$ cat config.mk
export PLATFORM = sky130hd
export DESIGN_NAME = mcast_hash_table
export DESIGN_NICKNAME = d
export VERILOG_FILES = /design/src/rtl/mch_pkg.sv /design/src/rtl/mch_hash.sv /design/src/rtl/mch_bins.sv /design/src/rtl/mch_seq.sv /design/src/rtl/mcast_hash_table.sv
export SDC_FILE = /design/constraint.sdc
export NUM_CORES = 2
export LEC_CHECK = 0
export BUFFER_PORTS_ARGS = -buffer_cell sky130_fd_sc_hd__buf_2
export CAP_MARGIN = 20
export CORE_ASPECT_RATIO = 1.5
export CORE_MARGIN = 8
export CORE_UTILIZATION = 60
export DETAILED_ROUTE_END_ITERATION = 7
export MAX_ROUTING_LAYER = met4
export PLACE_DENSITY_LB_ADDON = 0.3
export RECOVER_POWER = 25
export REMOVE_ABC_BUFFERS = 1
export SLEW_MARGIN = 15
export SYNTH_ARGS = -nofsm -noshare
export SYNTH_HDL_FRONTEND = slang
export SYNTH_SLANG_ARGS = --single-unit
$ cat constraint.sdc
create_clock -name clk -period 8.5 [get_ports clk]
set_input_delay 1.7 -clock clk [delete_from_list [all_inputs] [get_ports clk]]
set_output_delay 1.7 -clock clk [all_outputs]
set_load 0.1 [all_outputs]
$ cat src/rtl/mch_pkg.sv
package mch_pkg;
   typedef enum logic [1:0] {
      OP_NONE  = 2'b00,
      OP_ADD   = 2'b01,
      OP_REM   = 2'b10,
      OP_CLEAR = 2'b11
   } mch_op_e;

   typedef enum logic [1:0] {
      SQ_IDLE  = 2'd0,
      SQ_DROP  = 2'd1,
      SQ_WRITE = 2'd2
   } mch_seq_e;
endpackage

$ cat src/rtl/mch_hash.sv
module mch_hash #(
   parameter int ADDR_W = 48,
   parameter int IDX_W  = 6
) (
   input  logic [ADDR_W-1:0] addr,
   output logic [IDX_W-1:0]  idx
);
   localparam int NBYTES = ADDR_W / 8;
   localparam logic [31:0] POLY = 32'h04C1_1DB7;

   initial begin
      if (ADDR_W % 8 != 0) $error("mch_hash: ADDR_W must be whole bytes");
      if (IDX_W > 32) $error("mch_hash: IDX_W too wide");
   end

   logic [31:0] crc;

   always_comb begin
      logic fb;
      crc = '1;
      for (int j = 0; j < NBYTES; j++) begin
         for (int b = 0; b < 8; b++) begin
            fb  = crc[31] ^ addr[ADDR_W-8-8*j+b];
            crc = {crc[30:0], 1'b0} ^ (fb ? POLY : 32'h0);
         end
      end
   end

   generate
      for (genvar i = 0; i < IDX_W; i++) begin : g_rev
         assign idx[i] = crc[IDX_W-1-i];
      end
   endgenerate
endmodule

$ cat src/rtl/mch_bins.sv
module mch_bins
   import mch_pkg::*;
#(
   parameter int BINS  = 64,
   parameter int CNT_W = 8,
   parameter int IDX_W = $clog2(BINS)
) (
   input  logic             clk,
   input  logic             rst_n,
   input  logic             fire,
   input  mch_op_e          op,
   input  logic [IDX_W-1:0] idx,
   output logic [BINS-1:0]  mask,
   output logic             mask_chg
);
   localparam logic [CNT_W-1:0] CNT_MAX = {CNT_W{1'b1}};
   localparam logic [CNT_W-1:0] CNT_ONE = {{(CNT_W-1){1'b0}}, 1'b1};

   logic [CNT_W-1:0] cnt [BINS];
   logic [CNT_W-1:0] cnt_sel;

   generate
      for (genvar i = 0; i < BINS; i++) begin : g_bin
         logic hit;
         assign hit = fire && (idx == IDX_W'(i));
         always_ff @(posedge clk) begin
            if (!rst_n) begin
               cnt[i]  <= '0;
               mask[i] <= 1'b0;
            end else if (fire && op == OP_CLEAR) begin
               cnt[i]  <= '0;
               mask[i] <= 1'b0;
            end else if (hit && op == OP_ADD) begin
               if (cnt[i] != CNT_MAX) cnt[i] <= cnt[i] + CNT_ONE;
               mask[i] <= 1'b1;
            end else if (hit && op == OP_REM && cnt[i] != '0) begin
               cnt[i] <= cnt[i] - CNT_ONE;
               if (cnt[i] == CNT_ONE) mask[i] <= 1'b0;
            end
         end
      end
   endgenerate

   assign cnt_sel = cnt[idx];

   always_comb begin
      unique case (op)
         OP_ADD:   mask_chg = (cnt_sel == '0);
         OP_REM:   mask_chg = (cnt_sel == CNT_ONE);
         OP_CLEAR: mask_chg = |mask;
         default:  mask_chg = 1'b0;
      endcase
   end
endmodule

$ cat src/rtl/mch_seq.sv
module mch_seq
   import mch_pkg::*;
#(
   parameter int BINS   = 64,
   parameter int WORD_W = 16,
   parameter int NWORDS = BINS / WORD_W,
   parameter int WIDX_W = (NWORDS > 1) ? $clog2(NWORDS) : 1
) (
   input  logic              clk,
   input  logic              rst_n,
   input  logic              start,
   input  logic [BINS-1:0]   mask,
   input  logic              hash_en_rb,
   input  logic              rx_en_rb,
   output logic              busy,
   output logic              hash_en,
   output logic              rx_en,
   output logic              wr_valid,
   output logic [WIDX_W-1:0] wr_idx,
   output logic [WORD_W-1:0] wr_data
);
   localparam logic [WIDX_W-1:0] LAST = WIDX_W'(NWORDS - 1);

   mch_seq_e          state;
   logic [WIDX_W-1:0] widx;

   always_ff @(posedge clk) begin
      if (!rst_n) begin
         state   <= SQ_IDLE;
         widx    <= '0;
         hash_en <= 1'b1;
         rx_en   <= 1'b1;
      end else begin
         unique case (state)
            SQ_IDLE: if (start) begin
               state   <= SQ_DROP;
               hash_en <= 1'b0;
               rx_en   <= 1'b0;
            end
            SQ_DROP: if (!hash_en_rb && !rx_en_rb) begin
               state <= SQ_WRITE;
               widx  <= '0;
            end
            SQ_WRITE: begin
               if (widx == LAST) begin
                  state   <= SQ_IDLE;
                  hash_en <= 1'b1;
                  rx_en   <= 1'b1;
               end
               widx <= widx + 1'b1;
            end
            default: state <= SQ_IDLE;
         endcase
      end
   end

   assign busy     = (state != SQ_IDLE);
   assign wr_valid = (state == SQ_WRITE);
   assign wr_idx   = widx;
   assign wr_data  = mask[widx*WORD_W +: WORD_W];
endmodule

$ cat src/rtl/mcast_hash_table.sv
module mcast_hash_table
   import mch_pkg::*;
#(
   parameter int ADDR_W = 48,
   parameter int BINS   = 64,
   parameter int CNT_W  = 8,
   parameter int WORD_W = 16,
   localparam int IDX_W  = $clog2(BINS),
   localparam int NWORDS = BINS / WORD_W,
   localparam int WIDX_W = (NWORDS > 1) ? $clog2(NWORDS) : 1
) (
   input  logic              clk,
   input  logic              rst_n,
   input  logic              cmd_valid,
   output logic              cmd_ready,
   input  logic [1:0]        cmd_op,
   input  logic [ADDR_W-1:0] cmd_addr,
   output logic [BINS-1:0]   hash_mask,
   output logic              hash_en,
   output logic              rx_en,
   input  logic              hash_en_rb,
   input  logic              rx_en_rb,
   output logic              wr_valid,
   output logic [WIDX_W-1:0] wr_idx,
   output logic [WORD_W-1:0] wr_data
);
   initial begin
      if (BINS != (1 << IDX_W)) $error("mcast_hash_table: BINS must be a power of two");
      if (BINS % WORD_W != 0) $error("mcast_hash_table: BINS must be whole words");
      if (CNT_W < 2) $error("mcast_hash_table: CNT_W too small");
   end

   logic             fire, chg, busy;
   logic [IDX_W-1:0] idx;
   mch_op_e          op;

   assign op        = mch_op_e'(cmd_op);
   assign cmd_ready = !busy;
   assign fire      = cmd_valid && cmd_ready;

   mch_hash #(.ADDR_W(ADDR_W), .IDX_W(IDX_W)) u_hash (
      .addr (cmd_addr),
      .idx  (idx)
   );

   mch_bins #(.BINS(BINS), .CNT_W(CNT_W), .IDX_W(IDX_W)) u_bins (
      .clk      (clk),
      .rst_n    (rst_n),
      .fire     (fire),
      .op       (op),
      .idx      (idx),
      .mask     (hash_mask),
      .mask_chg (chg)
   );

   mch_seq #(.BINS(BINS), .WORD_W(WORD_W), .NWORDS(NWORDS), .WIDX_W(WIDX_W)) u_seq (
      .clk        (clk),
      .rst_n      (rst_n),
      .start      (fire && chg),
      .mask       (hash_mask),
      .hash_en_rb (hash_en_rb),
      .rx_en_rb   (rx_en_rb),
      .busy       (busy),
      .hash_en    (hash_en),
      .rx_en      (rx_en),
      .wr_valid   (wr_valid),
      .wr_idx     (wr_idx),
      .wr_data    (wr_data)
   );
endmodule

# Word level (Yosys, flattened, before mapping)
# Memories as Yosys holds them, arrays and structs flattened.
# Cells that the tools add are included.
[word_totals]
ff_bits = 69
ramBits = 512
inputBits = 55
out_inout_bits = 86
elab_cells = 2303
n_memories = 1
[mem_list]
columns = ["name", "words", "width", "read_ports", "rd_ports_with_merged_regs", "wr", "line", "text"]
rows = [
  ["u_bins.cnt", 64, 8, 65, 0, 64, "mch_bins.sv:19", "logic [CNT_W-1:0] cnt [BINS];"],
]
[op_classes]
n_addsub = 129
eq_ne = 201
shift = 1
mux = 1086
bitwise_logic = 288
n_reduce_logical = 530
[ops]
columns = ["cell", "n"]
rows = [
  ["$mux W8", 192],
  ["$xor A32 B32 Y32", 45],
  ["$mux W27", 47],
  ["$mux W1", 838],
  ["$eq A8 B1 Y1 const B", 65],
  ["$add A8 B1 Y8 const B", 64],
  ["$ne A8 B8 Y1 const B", 64],
  ["$reduce_bool A8 Y1", 64],
  ["$sub A8 B1 Y8 const B", 64],
  ["$reduce_bool A2 Y1", 131],
  ["$logic_and A1 B1 Y1", 260],
  ["$eq A6 B6 Y1 const B", 32],
  ["$or A1 B1 Y1", 192],
  ["$reduce_and A2 Y1", 65],
  ["$eq A6 B5 Y1 const B", 16],
  ["$reduce_or A64 Y1", 1],
  ["$shiftx A64 B7 Y16", 1],
  ["$eq A6 B4 Y1 const B", 8],
  ["$xor A1 B1 Y1", 47],
  ["$xor A32 B27 Y32", 1],
  ["$not A31 Y31", 1],
  ["$eq A6 B3 Y1 const B", 4],
  ["$eq A6 B2 Y1 const B", 2],
  ["$eq A2 B2 Y1 const B", 4],
  ["18 further kinds", 27],
]

# Depth between registers and ports, before layout
[logic_depth]
ltp_word = 153
ltp_mapped = 21
mapped_depth_nobuf = 17

# Modules after synthesis
# From an unflattened synthesis, not the netlist that was laid out.
[unflattened]
cells_unflattened = 5619
area_unflattened_um2 = 48953.2
[by_module_without_submodules]
columns = ["module", "n_inst", "cells_each", "area_per_inst_um2"]
rows = [
  ["mch_bins", 1, 5408, 46075.4],
  ["mch_hash", 1, 161, 2185.8],
  ["mch_seq", 1, 47, 673.1],
  ["mcast_hash_table", 1, 3, 18.8],
]

# Least setup slack after synthesis
# No wires, ideal clock.
[synth_timing]
path_kind = "input-to-reg"
start = "in cmd_addr[44]"
end = "mem u_bins.cnt[9][0] (enable)"
t_arrival_ns = 6.269
required_ns = 8.171
slack_ns = 1.902
cell_stages = 17
path_cell_list = "buf_4 > xnor3_1 > xor2_1 > xnor3_1 > xnor3_1 > xnor3_1 > buf_2 > xnor3_1 > nor2_2 > mux2_2 > buf_2 > clkbuf_1 > nand2_1 > a211oi_1 > clkbuf_1 > nor2_1 > nand2_1"
[synth_rtl]
columns = ["element", "line", "text"]
rows = [
  ["start: declaration", "mcast_hash_table.sv:17", "input logic [ADDR_W-1:0] cmd_addr,"],
  ["end: declaration", "mch_bins.sv:19", ""],
]

# Worst setup path after layout
[layout_timing]
start = "in cmd_addr[43]"
end = "reg u_seq.hash_en"
[layout_via]
elab_chain_cells = 67
elab_cells_between_ends = 118
cone_classes = "2 x eq/ne; 34 x mux; 78 x bitwise; 3 x reduce/logical; 1 x memory"
[layout_lines]
columns = ["element", "line", "text"]
rows = [
  ["$xor A1 B1 Y1 (*)", "mch_hash.sv:23", "fb = crc[31] ^ addr[ADDR_W-8-8*j+b];"],
  ["$mux W27 (*)", "mch_hash.sv:24", "crc = {crc[30:0], 1'b0} ^ (fb ? POLY : 32'h0);"],
  ["$xor A32 B32 Y32 (*) (6 in series)", "mch_hash.sv:24", ""],
  ["$xor A1 B1 Y1", "mch_hash.sv:23", ""],
  ["$mux W27", "mch_hash.sv:24", ""],
  ["$xor A32 B32 Y32 (*) (6 in series)", "mch_hash.sv:24", ""],
  ["$xor A1 B1 Y1", "mch_hash.sv:23", ""],
  ["$mux W27", "mch_hash.sv:24", ""],
  ["[... 41 more ...]", "n/a", ""],
  ["$xor A32 B27 Y32 (*)", "mch_hash.sv:24", ""],
  ["$xor A6 B6 Y6 (*)", "mch_hash.sv:24", ""],
  ["$mem_v2 Z64 W8 (*)", "n/a", ""],
  ["$eq A8 B1 Y1 or $logic_not A8 Y1 (tied branches)", "mch_bins.sv:49, mch_bins.sv:48", ""],
  ["$pmux W1 S3 (*)", "mch_bins.sv:47", "unique case (op)"],
  ["$logic_and A1 B1 Y1 (*)", "mcast_hash_table.sv:59", ".start (fire && chg),"],
  ["$ne A2 B1 Y1 (no line) (*)", "n/a", ""],
  ["$reduce_and A3 Y1 (no line) (*)", "n/a", ""],
  ["end signal: assignment", "mch_seq.sv:31", "hash_en <= 1'b1;"],
  ["end signal: assignment", "mch_seq.sv:37", "hash_en <= 1'b0;"],
  ["end signal: assignment", "mch_seq.sv:47", "hash_en <= 1'b1;"],
  ["end: declaration", "mch_seq.sv:16", "output logic hash_en,"],
]
# Mark *: on every way between the ends. The rest lies on a longest branch, timed or not.
# A chain may end at the register's enable or synchronous reset.

==> out/metrics.yaml <==
outcome:
  status: "complete, but fails checks"
  violations: "DRC, capacitance limit, slew limit"
synthesis:
  ys_warn_count: 0
  synth_edf_count: 512
  async_reset_ff_share_pct: 0
  ys_ff_latch: 581
  synthAdderAreaFrac_pct: 6.81
  synth_top_family_by_area: "compound AO/OA/AOI/OAI gates"
  synth_area_leaders: "edfxtp_1, ha_1, a21oi_1"
  synth-compound-area-share_pct: 24.3
  yosys.area_share.xor_xnor_pct: 6.12
  ys_seq_area_share_pct: 35.0
  synthCells: 5623
  netlist.area_leader.share_pct: 32.1
  syn_area_per_cell_um2: 8.52
  synthFlopType: "edfxtp_1"
  synth-simple-area-share_pct: 22.2
  synth.area.mux_share_pct: 1.96
  synth_top_cell_by_area: "edfxtp_1"
  synth_most_common_cell: "nand2_1"
  synthTopCellsByCount: "nand2_1, nor2_1, a21oi_1, edfxtp_1, o21ai_0"
  syn-cell-area_mm2: 0.0479
  synth_cell_type_count: 87
finish:
  stdcell_count: 6767
  layout-area-overhead-vs-synth_pct: 7.90
  layout-drive-gt1-share_pct: 6.69
  fin_nets: 5981
placement:
  place.gp.congestion: 1.06
  io_buffers: 139
  dp_cells: 6635
  dp_hpwl_um: 138000
grt:
  antenna_found_initial: 22
  grt_pass1_wl_um: 274000
  grt_pass1_vias: 45300
  grt_max_degree: 60
  overflow: 0
  grt.total_usage_pct: 40.8
route:
  drt-initial-drc-count: 5793
  vias_per_cell: 7.21
  drt-total-wl_um: 185000
  wire_per_inst_um: 27.3
  vias: 48800
  detail-route-antenna-nets: 0
  drc: 1
  first_pass_iters: 8
floorplan:
  start_util_pct: 60.2
  boundaryPins: 141
  die-area_mm2: 0.0894
  die_h_um: 362
  rows: 127
  fp.coreArea_mm2: 0.0796
  fp.dieW_um: 247
timing:
  setup_viol: 0
  period_minus_slack_ns: 8.12
  finalCritPeriodShare_pct: 95.5
  maxSlewHeadroom_pct: -36.7
  hold_viol_final: 0
  worst_pin_slew_ns: 2.05
  rsz0062_at_grt: "false"
  finClkSkew_ns: 0.0182
  fmax_mhz: 123
  maxSlewViolCount: 33
setup_path:
  critical-path-max-stage-delay_ns: 0.75
  path_class: "in -> reg"
  required_ns: 9.07
  end_kind: "flip-flop"
  critPathBufInv: 2
  cp_cell_sequence: "clkbuf_1 > xor2_1 > xnor2_1 > xnor3_1 > xnor3_2 > xnor2_4 > xor2_4 > nor2_1 > a2bb2oi_4 > nor2_1 > buf_4 > a222oi_1 > o221ai_1 > a2111oi_0 > a21oi_1 > nor4_1 > o22ai_1 > a21o_1 > a221o_1"
  slowest_stage: "a222oi_1"
  critPathTopFamily: "compound AO/OA/AOI/OAI gates"
  cp_common_cell: "nor2_1"
  start_kind: "input port"
  arrival_ns: 8.69
  cp_max_fo: 12
clock_tree:
  clk_pin_slew_ns: 0.07
  cts_buffers: 60
  clock_path_buffers: 3
  hold_buffers: 0
  post_cts.repair.setup_buffers: 0
  clockRootBuffer: "clkbuf_16"
  post_cts_resized: 0
  htree_levels: 2
  cts.sinks: 581
  clkLatencyLatePin_ns: 0.68
  cts_tree: "built"
min_path:
  hold_path_class: "reg -> reg"
job:
  drv_cap: 2
-- logic make-up (layout without fill, tap and decap cells) --
logic type,after synthesis,in the layout
xor gates and xnor gates,250,250
AOI/OAI and AO/OA,1758,1758
buffers and inverters,448,539
DFF,581,581
other,0,21
and+or+nand+nor,2267,2267
muxes,58,58
adders and majority gates,261,261
-- metrics by stage --
stage	TNS (ns)	worst slack (ns)	cell area (um^2)	util, %	hold WS, ns
2_1_floorplan	-869.16	-1.65	46800	-	0.514
3_3_place_gp	0	0.0871	49900	62.7	0.514
3_5_place_dp	-0.123	-0.123	49900	62.7	0.523
4_1_cts	0	0.577	51800	65.1	0.533
5_1_grt	0	0.217	51700	64.9	0.577
6_report	0	0.380	51700	65.0	0.540
-- worst paths after layout --
kind,startpoint,endpoint,slack (ns),cells after the start
hold / removal,u_bins.mask[2],u_bins.mask[2],0.54,2
hold reg to reg,u_bins.mask[2],u_bins.mask[2],0.54,2
setup / recovery,cmd_addr[43],u_seq.hash_en,0.38,19
setup reg to reg,u_seq.state[1],u_bins.cnt[13][3],3.58,10
-- worst register-to-register path: stages (launching register included) --
cell	delay, ns
dfxtp_1	0.44
nor2_1	0.11
and2_0	0.28
a31oi_4	0.82
buf_4	0.95
nand3_1	0.29
clkbuf_1	0.53
a211oi_1	0.88
a221oi_1	0.19
a21oi_1	0.18
a21o_1	0.10
-- per-layer routing --
layer  vias up  global-route usage (%)  part of all wire (%)
met2      2925                    61.2                    44
met5         -                       -                     0
met1     23300                    44.5                    35
li1      21600                       -                     -
met3       953                    12.1                    11
met4         0                    33.3                    10
-- sequential cells by signal, summed over array words and instances, names as in the netlist --
register / cells
u_seq.hash_en: 1
u_seq.wr_idx: 2
u_bins.mask: 64
u_bins.cnt: 512
u_seq.state: 2
-- area by class of cell --
cell class | instances | area (um^2)
inverter | 162 | 608
clock buffer | 89 | 1710
multi-input combinational | 4594 | 29500
clock inverter | 22 | 241
tap | 1032 | 1290
sequential | 581 | 16800
antenna | 21 | 52.6
fill | 6721 | 27900
timing repair buffer | 266 | 1500
-- cells in the final DEF, fill, tap and decap left out, drive strengths merged, types with 28 or more instances in the layout --
master | synthesis | final
xor2 | 72 | 72
a211oi | 119 | 119
and2 | 43 | 43
ha | 261 | 261
nor3 | 211 | 211
o311ai | 56 | 56
o22ai | 113 | 113
clkbuf | 240 | 195
nor4 | 93 | 93
xnor2 | 132 | 132
o21ai | 280 | 280
inv | 161 | 163
edfxtp | 512 | 512
or2 | 33 | 33
nand2 | 672 | 672
a31oi | 91 | 91
a221oi | 197 | 197
a21oi | 537 | 537
a21o | 28 | 28
nand2b | 43 | 43
nor2 | 606 | 606
dfxtp | 69 | 69
xnor3 | 40 | 40
buf | 46 | 160
and3 | 188 | 188
o22a | 100 | 100
nand3b | 49 | 49
nand3 | 221 | 221
Power is left out: the tool's default activity adds up to more than one toggle a clock period on the data nets, which glitch-free logic cannot reach.
